File: config.mk
export PLATFORM = sky130hd
export DESIGN_NAME = wdog_top
export DESIGN_NICKNAME = d
export VERILOG_FILES = /design/src/rtl/wdog_pkg.sv /design/src/rtl/wdog_cfg.sv /design/src/rtl/wdog_counter.sv /design/src/rtl/wdog_seq.sv /design/src/rtl/wdog_top.sv
export SDC_FILE = /design/constraint.sdc
export NUM_CORES = 1
export LEC_CHECK = 0
export ABC_AREA = 1
export ABC_CLOCK_PERIOD_IN_PS = 8000
export BUFFER_PORTS_ARGS = -buffer_cell sky130_fd_sc_hd__buf_4
export CORE_UTILIZATION = 55
export DETAILED_ROUTE_END_ITERATION = 12
export HOLD_SLACK_MARGIN = 0.12
export PLACE_DENSITY = 0.7
export SYNTH_ARGS = -nofsm -noshare
export SYNTH_HDL_FRONTEND = slang
export SYNTH_SLANG_ARGS = --single-unit
File: constraint.sdc
create_clock -name clk -period 8 [get_ports clk]
set_input_delay 1.6 -clock clk [delete_from_list [all_inputs] [get_ports clk]]
set_output_delay 1.6 -clock clk [all_outputs]
set_load 0.05 [all_outputs]
File: src/rtl/wdog_pkg.sv
package wdog_pkg;

    typedef enum logic {
        SEQ_IDLE  = 1'b0,
        SEQ_ARMED = 1'b1
    } seq_t;

    typedef struct packed {
        logic       clk_bus;
        logic       win;
        logic [1:0] tsel;
    } wcfg_t;

    localparam logic [7:0] KEY_FIRST  = 8'h55;
    localparam logic [7:0] KEY_SECOND = 8'hAA;

    function automatic int unsigned pick_exp(
        input wcfg_t       c,
        input int unsigned lp1, input int unsigned lp2, input int unsigned lp3,
        input int unsigned bc1, input int unsigned bc2, input int unsigned bc3
    );
        int unsigned e;
        case (c.tsel)
            2'b01:   e = c.clk_bus ? bc1 : lp1;
            2'b10:   e = c.clk_bus ? bc2 : lp2;
            2'b11:   e = c.clk_bus ? bc3 : lp3;
            default: e = 2;
        endcase
        return e;
    endfunction

    function automatic int unsigned max3(input int unsigned a, input int unsigned b,
                                         input int unsigned c);
        int unsigned m;
        m = (a > b) ? a : b;
        return (m > c) ? m : c;
    endfunction

endpackage

File: src/rtl/wdog_cfg.sv
module wdog_cfg
    import wdog_pkg::*;
(
    input  logic       clk,
    input  logic       rst,
    input  logic       wr,
    input  logic       bus_clk,
    input  logic       window,
    input  logic [1:0] tsel,
    output wcfg_t      cfg_q,
    output logic       locked
);
    always_ff @(posedge clk) begin
        if (rst) begin
            cfg_q  <= '0;
            locked <= 1'b0;
        end else if (wr) begin
            cfg_q.tsel <= tsel;
            if (!locked) begin
                cfg_q.clk_bus <= bus_clk;
                cfg_q.win     <= window;
                locked        <= 1'b1;
            end
        end
    end
endmodule

File: src/rtl/wdog_counter.sv
module wdog_counter
    import wdog_pkg::*;
#(
    parameter int unsigned LP_EXP1 = 5,
    parameter int unsigned LP_EXP2 = 8,
    parameter int unsigned LP_EXP3 = 10,
    parameter int unsigned BC_EXP1 = 13,
    parameter int unsigned BC_EXP2 = 16,
    parameter int unsigned BC_EXP3 = 18,
    parameter int unsigned CNT_W   = 18
) (
    input  logic             clk,
    input  logic             rst,
    input  wcfg_t            cfg,
    input  logic             tick_en,
    input  logic             clr,
    output logic [CNT_W-1:0] cnt,
    output logic             enabled,
    output logic             ovf,
    output logic             win_open
);
    localparam int unsigned SPAN_W = CNT_W + 1;

    logic [SPAN_W-1:0] span;
    logic [SPAN_W-1:0] cnt_ext;
    logic              adv;

    always_comb begin
        span    = {{(SPAN_W-1){1'b0}}, 1'b1} << pick_exp(cfg, LP_EXP1, LP_EXP2, LP_EXP3,
                                                          BC_EXP1, BC_EXP2, BC_EXP3);
        cnt_ext = {1'b0, cnt};
        enabled = (cfg.tsel != 2'b00);
        adv     = enabled && (cfg.clk_bus || tick_en);
        ovf     = adv && (cnt_ext >= span - 1'b1);
        win_open = (cnt_ext >= span - (span >> 2));
    end

    always_ff @(posedge clk) begin
        if (rst || !enabled || clr)
            cnt <= '0;
        else if (adv)
            cnt <= cnt + 1'b1;
    end
endmodule

File: src/rtl/wdog_seq.sv
module wdog_seq
    import wdog_pkg::*;
(
    input  logic       clk,
    input  logic       rst,
    input  logic       enabled,
    input  logic       win_active,
    input  logic       win_open,
    input  logic       wr,
    input  logic [7:0] data,
    input  logic       clr,
    output logic       early,
    output logic       done
);
    seq_t state;

    always_comb begin
        early = wr && win_active && !win_open;
        done  = wr && !early && enabled && (state == SEQ_ARMED) && (data == KEY_SECOND);
    end

    always_ff @(posedge clk) begin
        if (rst || !enabled || clr)
            state <= SEQ_IDLE;
        else if (wr)
            state <= (state == SEQ_IDLE && data == KEY_FIRST) ? SEQ_ARMED : SEQ_IDLE;
    end
endmodule

File: src/rtl/wdog_top.sv
module wdog_top
    import wdog_pkg::*;
#(
    parameter int unsigned LP_EXP1 = 5,
    parameter int unsigned LP_EXP2 = 8,
    parameter int unsigned LP_EXP3 = 10,
    parameter int unsigned BC_EXP1 = 13,
    parameter int unsigned BC_EXP2 = 16,
    parameter int unsigned BC_EXP3 = 18
) (
    input  logic       clk,
    input  logic       rst,
    input  logic       tick_en,
    input  logic       cfg_wr,
    input  logic       cfg_bus_clk,
    input  logic       cfg_window,
    input  logic [1:0] cfg_tsel,
    input  logic       svc_wr,
    input  logic [7:0] svc_data,
    output logic       rst_req
);
    localparam int unsigned CNT_W = max3(max3(LP_EXP1, LP_EXP2, LP_EXP3),
                                         max3(BC_EXP1, BC_EXP2, BC_EXP3), 2);

    wcfg_t            cfg_q;
    logic             locked;
    logic [CNT_W-1:0] cnt;
    logic             enabled, ovf, win_open, win_active;
    logic             early, done, evt;

    wdog_cfg u_cfg (
        .clk(clk), .rst(rst), .wr(cfg_wr), .bus_clk(cfg_bus_clk),
        .window(cfg_window), .tsel(cfg_tsel), .cfg_q(cfg_q), .locked(locked)
    );

    wdog_counter #(
        .LP_EXP1(LP_EXP1), .LP_EXP2(LP_EXP2), .LP_EXP3(LP_EXP3),
        .BC_EXP1(BC_EXP1), .BC_EXP2(BC_EXP2), .BC_EXP3(BC_EXP3), .CNT_W(CNT_W)
    ) u_cnt (
        .clk(clk), .rst(rst), .cfg(cfg_q), .tick_en(tick_en),
        .clr(done || evt || cfg_wr), .cnt(cnt), .enabled(enabled),
        .ovf(ovf), .win_open(win_open)
    );

    assign win_active = cfg_q.win && cfg_q.clk_bus && enabled;

    wdog_seq u_seq (
        .clk(clk), .rst(rst), .enabled(enabled), .win_active(win_active),
        .win_open(win_open), .wr(svc_wr), .data(svc_data),
        .clr(evt || cfg_wr), .early(early), .done(done)
    );

    // A service completing on the final count wins over the overflow.
    assign evt = (ovf && !done) || early;

    always_ff @(posedge clk) begin
        if (rst) rst_req <= 1'b0;
        else     rst_req <= evt;
    end
endmodule

==> metrics.txt <==
WL/cell 14.0 um; # Post-CTS Setup Buffers 0; Worst EP required 8210 ps; Root Buffer clkbuf_8; Setup TNS 0 ps; WL met1 3640 um; footprint of the multi-input gates 2570 sq um; peak fanout along the critical path 18; met3 WL 390 um; Die Span Y 80.0 um; IO Pins 18; Yosys reg bits 25; status completed; largest net degree at the start of global routing 19; DRT Pass-1 Iters 4; Post-DRT Antenna Nets 0; vias post-DR 3130; post_cts resized 0; synth unique cells 44; reg2reg end u_cnt.cnt[10]; worst hold stages 2; VDD IR max 0.0630 mV; Comb pwr share 0.504; Synth area leader ha_1; Synth top area share 0.209; clock transition at the registers of the reported paths 100 ps; critical path capture point type register; unrepaired setup endpoints after global routing false; main area contributors after synthesis ha_1 (21%), dfxtp_1 (15%), nand2_1 (11%); Critical Path AT 5290 ps; Seq/Total Area, Yosys 0.150; Sw Ratio 0.434; vias per inst 5.42; worst r2r src u_cfg.cfg_q[1]; Setup crit start u_cfg.cfg_q[1]; clock sinks 25; Post-Syn Instances 481; Tmin final 5080 ps; Int Power 0.240 mW; Setup crit start kind register; hold_sp u_cfg.cfg_q[2]; Slew HR 0.640; Post-synth EDFFs 0; clk_lat worst skew 280 ps; number of global-route vias before repair 3022; Async SR Flop Fraction 0; final wirelength 8070 um; Critical-path top delay cell dfxtp_1; Die Wd 80.0 um; cts hold-fix bufs 0; register area 500 sq um; fin. max-slew vios 0; GR Util All Layers 0.269; Crit path largest cell delay 480 ps; Top Metal Used met4; Post-DP HPWL 6860 um; final hold violation count 0; Post-Syn Area 3350 sq um; Synthesis Warnings 0; Final Skew 7.25 ps; Top FF cell, synth dfxtp_1; PwrDens 118 nW/um^2; met2 routed WL 3810 um; top-count cell post-synth nand2_1; Setup CP Type register to register; die area 6400 sq um; hold path endpoint u_cfg.cfg_q[2]; share of layout cells above drive strength 1 0.112; # DRC 0; CP top delay family simple AND/OR/NAND/NOR gates; initial antenna violation count 0; IO Port Bufs 17; Avg Inst Size Synth 6.96 sq um; Longest Clk Path Bufs 2; htree depth 1; Placed Area 3550 sq um; post-route cell area 3600 sq um; Leakage 1.85 nW; Nets 577; core area 5890 sq um; GP Congestion 0.979; maxcap violations 0; maximum clock frequency 197 MHz; CTS tree built; R2R Setup Slk 2920 ps; total CTS buffers 3; Cell Rows 28; grt total ovfl 0; Flop pwr share 0.303; initial cell density of the core 0.568; Fillers 576; sw power 0.184 mW; area grow syn2layout 7.55%; Final period util 0.635; actual slew at the worst max-slew pin 536 ps; DR iter-0 viols 115; first-pass GRT wire length 13300 um; Crit path buffers/inverters 1; Clock Power Share 0.193; Antenna diodes 0; HP Class register to register; most frequent cells after synthesis nand2_1 (94), inv_1 (57), ha_1 (56), nor2_1 (56), nand3_1 (31); R2R depth 25; CP most frequent cell nand2_1; final setup fails 0
[how the worst max path moves through the flow]
stage / to / slack, ps / depth (start not counted)
floorplan: u_cnt.cnt[7] / 3870 / 29
global placement: u_cnt.cnt[1] / 3040 / 25
detailed placement: u_cnt.cnt[8] / 2940 / 25
CTS: u_cnt.cnt[8] / 2900 / 25
global route: u_cnt.cnt[1] / 2520 / 25
finish: u_cnt.cnt[10] / 2920 / 25
[cells by family after synthesis]
group,Yosys count,synth area share
simple gates,239,0.350
buf+inv,63,0.0838
fa+ha+maj,57,0.215
compound gates,57,0.0987
xor+xnor,37,0.0969
flops,25,0.150
other cells,2,0.00224
mux,1,0.00299
[tightest hold or removal path, delay by kind of cell, from the launching register on]
family           cells  cell delay (ps)
flip-flops           1              330
AO/OA/AOI/OAI        1               50
AND/OR/NAND/NOR      1               60
[through the flow]
step                hold slack (ps)  cells   util  setup WS (ps)  power (mW)
floorplan                       433    483      -           3870       0.292
global placement                446    573  0.603           3040       0.340
detailed placement              454    573  0.603           2940       0.342
CTS                             468    577  0.611           2900       0.426
global route                    486    577  0.611           2520       0.458
finish                          466    577  0.611           2920       0.425
[flip-flops by register name, summed over array words and instances, names as in the netlist]
name / count
u_cnt.cnt: 18
u_cfg.cfg_q: 4
rst_req: 1
u_cfg.locked: 1
u_seq.state: 1
[layer usage]
| metal | up-vias | track usage |
|---|---|---|
| li1 | 1626 | - |
| met1 | 1404 | 0.323 |
| met2 | 80 | 0.483 |
| met3 | 20 | 0.0411 |
| met4 | 0 | 0.0911 |
| met5 | - | 0 |
[cell type report]
| class | instances | area share |
|---|---|---|
| Clock inverter | 1 | 0.00209 |
| Sequential cell | 25 | 0.139 |
| Multi-Input combinational cell | 395 | 0.715 |
| Tap cell | 75 | 0.0261 |
| Timing Repair Buffer | 17 | 0.0355 |
| Clock buffer | 3 | 0.0115 |
| Inverter | 61 | 0.0709 |
[placed cells by master (no fill, tap or decap), types with 2 or more instances in the layout]
| cell | count |
|---|---|
| nand2_1 | 94 |
| inv_1 | 57 |
| nor2_1 | 56 |
| ha_1 | 56 |
| nand3_1 | 31 |
| a21oi_1 | 28 |
| xor2_1 | 28 |
| dfxtp_1 | 25 |
| buf_4 | 17 |
| nor3_1 | 13 |
| nand4_1 | 12 |
| o21ai_0 | 11 |
| xnor2_1 | 9 |
| nor2_2 | 8 |
| nand2_2 | 7 |
| nand2_4 | 5 |
| a211oi_1 | 4 |
| conb_1 | 4 |
| inv_2 | 3 |
| nor2_4 | 3 |
| o31ai_1 | 3 |
| clkbuf_8 | 3 |
| a21boi_0 | 2 |
| o21a_1 | 2 |
[power by group through the flow]
stage | clock (mW) | sequential, mW | combinational (mW)
after floorplan | 0 | 0.131 | 0.161
after global placement | 0 | 0.131 | 0.209
after detailed placement | 0 | 0.132 | 0.211
after CTS | 0.0854 | 0.129 | 0.212
after global routing | 0.0887 | 0.129 | 0.241
final | 0.0819 | 0.129 | 0.214
No activity file was read; power rests on OpenSTA's default activity.
